## src/rtl/nvm_byte_pkg.sv

```systemverilog
package nvm_byte_pkg;

    typedef enum logic [1:0] {
        SEL_DATA = 2'd0,
        SEL_ADDR = 2'd1,
        SEL_CTRL = 2'd2,
        SEL_KEY  = 2'd3
    } reg_sel_e;

    typedef enum logic [1:0] {
        KEY_IDLE = 2'd0,
        KEY_HALF = 2'd1,
        KEY_OPEN = 2'd2
    } key_state_e;

    localparam logic [7:0] KEY_FIRST  = 8'h55;
    localparam logic [7:0] KEY_SECOND = 8'hAA;

    localparam int CTL_RD   = 0;
    localparam int CTL_WR   = 1;
    localparam int CTL_WREN = 2;
    localparam int CTL_ERR  = 3;
    localparam int CTL_DONE = 4;

    typedef struct packed {
        logic     wr;
        logic     rd;
        reg_sel_e sel;
        logic [7:0] wdata;
    } bus_req_t;

    typedef struct packed {
        logic done;
        logic err;
        logic wren;
        logic busy;
    } ctl_state_t;

    function automatic logic [7:0] pack_ctl(ctl_state_t s);
        logic [7:0] v;
        v = 8'h00;
        v[CTL_DONE] = s.done;
        v[CTL_ERR]  = s.err;
        v[CTL_WREN] = s.wren;
        v[CTL_WR]   = s.busy;
        return v;
    endfunction

    function automatic logic hits(bus_req_t r, reg_sel_e s);
        return r.wr && (r.sel == s);
    endfunction

endpackage

```

## src/rtl/nvm_key_fsm.sv

```systemverilog
module nvm_key_fsm
    import nvm_byte_pkg::*;
(
    input  logic     clk,
    input  logic     rst,
    input  bus_req_t req,
    output logic     unlocked
);
    key_state_e st, nxt;

    always_comb begin
        nxt = st;
        if (req.wr) begin
            if (req.sel == SEL_KEY) begin
                case (st)
                    KEY_IDLE: nxt = (req.wdata == KEY_FIRST)  ? KEY_HALF : KEY_IDLE;
                    KEY_HALF: nxt = (req.wdata == KEY_SECOND) ? KEY_OPEN : KEY_IDLE;
                    default:  nxt = KEY_IDLE;
                endcase
            end else begin
                nxt = KEY_IDLE;
            end
        end else if (req.rd && req.sel == SEL_KEY) begin
            nxt = KEY_IDLE;
        end
    end

    always_ff @(posedge clk) begin
        if (rst) st <= KEY_IDLE;
        else     st <= nxt;
    end

    assign unlocked = (st == KEY_OPEN);


    key_order_chk: assert property (@(posedge clk) disable iff (rst)
        (st == KEY_OPEN && $past(st) != KEY_OPEN) |->
            ($past(st) == KEY_HALF && $past(req.wr && req.sel == SEL_KEY && req.wdata == KEY_SECOND)));
endmodule

```

## src/rtl/nvm_wr_timer.sv

```systemverilog
module nvm_wr_timer #(
    parameter int unsigned CYCLES = 200
) (
    input  logic clk,
    input  logic abort,
    input  logic start,
    output logic busy,
    output logic fin
);
    localparam int unsigned CNT_W = (CYCLES > 1) ? $clog2(CYCLES) : 1;
    localparam logic [CNT_W-1:0] LAST = CNT_W'(CYCLES - 1);

    logic [CNT_W-1:0] cnt;
    logic             busy_q;

    always_ff @(posedge clk) begin
        if (abort) begin
            busy_q <= 1'b0;
            cnt    <= '0;
        end else if (start) begin
            busy_q <= 1'b1;
            cnt    <= LAST;
        end else if (busy_q) begin
            if (cnt == '0) busy_q <= 1'b0;
            else           cnt    <= cnt - 1'b1;
        end
    end

    assign busy = busy_q;
    assign fin  = busy_q && (cnt == '0);


    busy_hold_chk: assert property (@(posedge clk) disable iff (abort)
        (busy_q && !fin) |=> busy_q);


    busy_end_chk: assert property (@(posedge clk) disable iff (abort)
        $fell(busy_q) |-> $past(fin || abort));
endmodule

```

## src/rtl/nvm_cell_array.sv

```systemverilog
module nvm_cell_array #(
    parameter int ADDR_W = 6
) (
    input  logic              clk,
    input  logic              we,
    input  logic [ADDR_W-1:0] waddr,
    input  logic [7:0]        wdata,
    input  logic [ADDR_W-1:0] raddr,
    output logic [7:0]        rdata
);
    localparam int DEPTH = 1 << ADDR_W;

    logic [7:0] cells [DEPTH];

    always_ff @(posedge clk) begin
        if (we) cells[waddr] <= wdata;
    end

    assign rdata = cells[raddr];
endmodule

```

## src/rtl/nvm_byte_ctrl.sv

```systemverilog
module nvm_byte_ctrl
    import nvm_byte_pkg::*;
#(
    parameter int ADDR_W    = 6,
    parameter int WR_CYCLES = 200
) (
    input  logic       clk,
    input  logic       por,
    input  logic       rst,
    input  logic       bus_wr,
    input  logic       bus_rd,
    input  logic [1:0] bus_sel,
    input  logic [7:0] bus_wdata,
    output logic [7:0] bus_rdata,
    output logic       irq
);
    localparam int PAD_W = 8 - ADDR_W;

    bus_req_t req;
    logic     any_rst;
    logic     unlocked, busy, fin;
    logic     wr_ctl, rd_go, start;
    logic [ADDR_W-1:0] addr_q, lat_addr;
    logic [7:0]        data_q, lat_data, arr_rdata;
    logic              wren_q, done_q, err_q;
    ctl_state_t        ctl;

    assign req.wr    = bus_wr;
    assign req.rd    = bus_rd;
    assign req.sel   = reg_sel_e'(bus_sel);
    assign req.wdata = bus_wdata;
    assign any_rst   = por | rst;

    assign wr_ctl = hits(req, SEL_CTRL);
    assign rd_go  = wr_ctl && bus_wdata[CTL_RD] && !busy;
    assign start  = wr_ctl && bus_wdata[CTL_WR] && unlocked && wren_q && !busy;

    nvm_key_fsm u_key (
        .clk      (clk),
        .rst      (any_rst),
        .req      (req),
        .unlocked (unlocked)
    );

    nvm_wr_timer #(.CYCLES(WR_CYCLES)) u_timer (
        .clk   (clk),
        .abort (any_rst),
        .start (start),
        .busy  (busy),
        .fin   (fin)
    );

    nvm_cell_array #(.ADDR_W(ADDR_W)) u_array (
        .clk   (clk),
        .we    (fin && !any_rst),
        .waddr (lat_addr),
        .wdata (lat_data),
        .raddr (addr_q),
        .rdata (arr_rdata)
    );

    always_ff @(posedge clk) begin
        if (start) begin
            lat_addr <= addr_q;
            lat_data <= data_q;
        end
    end

    always_ff @(posedge clk) begin
        if (por) begin
            addr_q <= '0;
            data_q <= '0;
        end else begin
            if (hits(req, SEL_ADDR)) addr_q <= bus_wdata[ADDR_W-1:0];
            if (hits(req, SEL_DATA)) data_q <= bus_wdata;
            else if (rd_go)          data_q <= arr_rdata;
        end
    end

    always_ff @(posedge clk) begin
        if (por) begin
            wren_q <= 1'b0;
            done_q <= 1'b0;
            err_q  <= 1'b0;
        end else if (rst) begin
            wren_q <= 1'b0;
            done_q <= 1'b0;
            err_q  <= busy;
        end else begin
            if (wr_ctl) begin
                wren_q <= bus_wdata[CTL_WREN];
                if (!bus_wdata[CTL_DONE]) done_q <= 1'b0;
                if (!bus_wdata[CTL_ERR])  err_q  <= 1'b0;
            end
            if (fin) done_q <= 1'b1;
        end
    end

    assign ctl.done = done_q;
    assign ctl.err  = err_q;
    assign ctl.wren = wren_q;
    assign ctl.busy = busy;

    always_comb begin
        case (req.sel)
            SEL_DATA: bus_rdata = data_q;
            SEL_ADDR: bus_rdata = {{PAD_W{1'b0}}, addr_q};
            SEL_CTRL: bus_rdata = pack_ctl(ctl);
            default:  bus_rdata = 8'h00;
        endcase
    end

    assign irq = done_q;


    wren_gate_chk: assert property (@(posedge clk) disable iff (any_rst)
        $rose(busy) |-> $past(wren_q && unlocked));


    done_sticky_chk: assert property (@(posedge clk) disable iff (any_rst)
        $fell(done_q) |-> $past((wr_ctl && !bus_wdata[CTL_DONE]) || any_rst));


    busy_data_chk: assert property (@(posedge clk) disable iff (any_rst)
        (busy && !hits(req, SEL_DATA)) |=> $stable(data_q));


    abort_err_chk: assert property (@(posedge clk) disable iff (por)
        ($past(rst) && !$past(por) && $past(busy)) |-> (err_q && !busy));
endmodule

```

## config.mk

```make
export PLATFORM = sky130hd
export DESIGN_NAME = nvm_byte_ctrl
export DESIGN_NICKNAME = d
export VERILOG_FILES = /design/src/rtl/nvm_byte_pkg.sv /design/src/rtl/nvm_key_fsm.sv /design/src/rtl/nvm_wr_timer.sv /design/src/rtl/nvm_cell_array.sv /design/src/rtl/nvm_byte_ctrl.sv
export SDC_FILE = /design/constraint.sdc
export NUM_CORES = 1
export LEC_CHECK = 0
export BUFFER_PORTS_ARGS = -buffer_cell sky130_fd_sc_hd__buf_2
export CAP_MARGIN = 10
export CORE_MARGIN = 2
export CORE_UTILIZATION = 45
export CTS_BUF_LIST = sky130_fd_sc_hd__clkbuf_16
export DETAILED_ROUTE_END_ITERATION = 6
export GPL_TIMING_DRIVEN = 0
export PLACE_DENSITY = 0.59
export SLEW_MARGIN = 30
export SYNTH_ARGS = -nofsm -noshare
export SYNTH_HDL_FRONTEND = slang
export SYNTH_SLANG_ARGS = --single-unit
```

## constraint.sdc

```tcl
create_clock -name clk -period 3 [get_ports clk]
set_input_delay 0.3 -clock clk [delete_from_list [all_inputs] [get_ports clk]]
set_output_delay 0.3 -clock clk [all_outputs]
set_load 0.1 [all_outputs]
```

==> summary.txt <==
Status
  – Outcome: finished, final reports clean

Finish
  – Number of fillers in the final layout: 3644
  – Most common cell after layout, fill and taps aside: sky130_fd_sc_hd__edfxtp_1
  – Final layout net count: 1210
  – Final cell count without fillers: 1854
  – Commonest cells after routing, fill and taps aside: 526 x sky130_fd_sc_hd__edfxtp_1, 131 x sky130_fd_sc_hd__mux4_2, 64 x sky130_fd_sc_hd__nor2_4, 57 x sky130_fd_sc_hd__clkbuf_16, 34 x sky130_fd_sc_hd__dfxtp_1
  – Antenna diode count: 0
  – Area delta synth->final: 17.7%
  – Proportion of layout cells with a drive suffix above 1: 30.2%

Clock tree
  – Total CTS buffers: 56
  – Number of buffers between clock root and the deepest sink: 3
  – CTS tree: done
  – Skew-Pair Late Insertion Delay: 0.60 ns
  – Level count of the clock H-tree: 2
  – Sinks on Clock Net: 560
  – Buffer type at the clock tree root: sky130_fd_sc_hd__clkbuf_16
  – Setup bufs post-CTS: 0
  – Clock slew at the register clock pins of the worst setup and hold paths: 0.06 ns

Floorplan
  – Core footprint: 47700 sq um
  – Total Die Area: 50200 sq um
  – Boundary Pins: 24
  – Starting Density: 45.7%
  – Chip height: 224 um
  – DIE WIDTH: 224 um
  – Cell Rows: 80

Routing
  – # DRC: 0
  – Via density: 6.19
  – Count of routing violations after the opening detailed-route iteration: 1580
  – Average wire per cell in the routed design: 31.7 um
  – Router iterations before antenna repair: 6
  – DR vias: 11.5k
  – Final WL: 58.7 mm
  – Routed Antenna Nets: 0

Timing
  – Count of final max-slew check failures: 0
  – Setup WS post-layout: 0.0908 ns
  – Endpoints failing hold: 0
  – Final worst path period share: 97.0%
  – Worst relative slew slack: 28.6%
  – Worst clock skew on the final layout: 0.0168 ns
  – Setup repair after global routing missed its margin: true
  – Final setup viols: 0
  – Post-layout min period: 2.91 ns
  – Slew at the pin closest to its max-slew limit: 1.07 ns
  – Fmax: 344 MHz

Yosys
  – Cell area after synthesis: 21800 sq um
  – Total number of yosys warnings: 0
  – #FFs+latches synth: 560
  – Most used flip-flop cell after synthesis: sky130_fd_sc_hd__edfxtp_1
  – Gate count of the mapped netlist: 1089
  – Mean post-synth cell area: 20.0 sq um
  – Count of flip-flops with a built-in enable after synthesis: 526
  – Count of different cell masters after synthesis: 57
  – Async set-reset flop share out of synthesis: 0%
  – Portion of the post-synthesis area used by sequential elements: 75.6%
  – Post-synth net total: 1106

Job
  – Max-cap violations: 0

Global route
  – Leftover overflow at the end of global routing: 0
  – Number of antenna violations at the first check in global routing: 1
  – GRT Total Usage: 23.8%
  – Maximum number of pins on one net before global-route repair: 24
  – First-pass GRT wire length: 83.0 mm
  – Number of global-route vias before repair: 11.3k

Placed design
  – Routability Congestion: 0.898
  – Post-Place Worst Slack: -0.556 ns
  – Number of buffer cells added on primary ports: 21
  – Hpwl dp: 38.5 mm
  – Post-placement cell count: 1750

Min path
  – Hold Path Class: input port to flop
  – Hold-critical path depth: 4
  – Hold wc startpoint: bus_rd
  – Hold Path End: u_key.st[0]$_SDFFE_PP0P_

Worst setup path
  – Element type at the critical path end: flop
  – Crit path max fanout: 10
  – Critical path required time: 3.52 ns
  – Worst setup path category: flop to flop
  – Length in cells of the worst reg-to-reg path: 7
  – Reg-to-reg setup timing slack: 0.09 ns
  – Capture instance of the worst register-to-register path: data_q[6]$_SDFFE_PP0P_
  – Data arrival time of the critical path: 3.43 ns
  – Crit path launch type: flop

Power
  – Static leakage: 0.00776 uW
  – Design Power: 16500 uW
  – Peak VDD IR: 0.471 mV
  – PwrDens: 644 nW/um^2
[critical path, cell delays in order (launching register included)]
cell	delay, ns
sky130_fd_sc_hd__dfxtp_1	0.38
sky130_fd_sc_hd__buf_2	0.25
sky130_fd_sc_hd__clkbuf_1	0.73
sky130_fd_sc_hd__clkbuf_1	0.61
sky130_fd_sc_hd__mux2i_1	0.22
sky130_fd_sc_hd__a211oi_1	0.37
sky130_fd_sc_hd__nand2_1	0.15
sky130_fd_sc_hd__o211ai_1	0.12
[worst max path at each step]
stage                                      to  depth (start not counted)                   startpoint  slack (ns)
6_report               data_q[6]$_SDFFE_PP0P_                          7                         flop        0.09
5_1_grt        u_array.cells[60][1]$_DFFE_PP_                          7  u_timer.cnt[0]$_SDFFE_PP0P_       -0.07
4_1_cts        u_array.cells[26][0]$_DFFE_PP_                          5  u_timer.cnt[3]$_SDFFE_PP0P_       -0.16
3_5_place_dp   u_array.cells[63][1]$_DFFE_PP_                          5  u_timer.cnt[3]$_SDFFE_PP0P_       -0.56
3_3_place_gp   u_array.cells[39][2]$_DFFE_PP_                          5  u_timer.cnt[3]$_SDFFE_PP0P_       -0.40
2_1_floorplan                    bus_rdata[6]                          3                   bus_sel[1]       -0.25
[cell families after synthesis]
family | synth area share (%)
xor+xnor | 0.241
mux | 15.0
simple gates | 4.60
fa+ha+maj | 0.115
compound gates | 2.94
buf+inv | 1.57
flops | 75.6
[cell usage after synthesis (all sizes together) (3+ instances only)]
cell type | instances | share of area, %
nand2b | 3 | 0.086
or3b | 4 | 0.16
buf | 37 | 1.1
nor3b | 4 | 0.14
nand4b | 3 | 0.12
or3 | 6 | 0.17
a211oi | 4 | 0.14
nand2 | 31 | 0.53
nand3b | 5 | 0.17
nor2 | 92 | 1.6
dfxtp | 34 | 3.1
nand3 | 14 | 0.32
a221oi | 3 | 0.15
edfxtp | 526 | 72
xor2 | 4 | 0.16
nand4 | 4 | 0.11
a22oi | 24 | 0.83
nor3 | 9 | 0.21
o21ai | 13 | 0.30
a21oi | 15 | 0.34
mux4 | 133 | 14
inv | 7 | 0.12
and2 | 4 | 0.11
nor4 | 3 | 0.086
a31oi | 3 | 0.086
a22o | 3 | 0.12
mux2i | 26 | 1.2
clkbuf | 18 | 0.31
nor2b | 13 | 0.37
o211ai | 5 | 0.17
o22ai | 13 | 0.37
[layer usage]
layer	vias up	share of wire (%)	GRT usage, %
li1	4740	-	-
met4	0	3.2	8.26
met5	-	0	0
met3	102	8.8	5.21
met2	572	46	36.5
met1	6058	42	34.1
[stage by stage]
stage | hold slack (ns) | util [%] | area (sq um) | TNS, ns
floorplan | 0.423 | - | 21800 | -0.497
global placement | 0.459 | 47.5 | 22700 | -86.23
detailed placement | 0.450 | 48.2 | 23000 | -121.66
CTS | 0.00747 | 53.1 | 25400 | -41.50
global route | 0.0691 | 53.8 | 25700 | -4.21
finish | 0.0391 | 53.8 | 25700 | 0
[layout make-up]
| class | instances | area (sq um) | area share, % |
|---|---|---|---|
| clock buffer | 57 | 1430 | 5.56 |
| inverter | 7 | 26.3 | 0.102 |
| timing repair buffer | 47 | 449 | 1.75 |
| buffer | 54 | 405 | 1.58 |
| tap | 615 | 769 | 3.00 |
| sequential | 560 | 16500 | 64.2 |
| multi-input combinational | 467 | 5520 | 21.5 |
| clock inverter | 47 | 589 | 2.30 |
[timing repair]
item,4_1_cts,5_1_grt
pin swaps,0,0
endpoints found under the hold margin,1,0
hold buffers,1,0
resized for setup,109,62
setup endpoints to repair,519,516
[state kept, by name, summed over array words and instances (netlist names), named ones only]
register	count
u_timer.busy	1
irq	1
wren_q	1
u_array.cells	512
u_timer.cnt	8
addr_q	6
data_q	8
err_q	1
u_key.st	2
lat_addr	6
lat_data	8
[where the power goes]
part           internal (uW)  switching (uW)  total, uW
Combinational            180             287        467
Sequential              8420            12.1       8430
Clock                   4650            2980       7630
No activity file was read; power rests on OpenSTA's default activity.
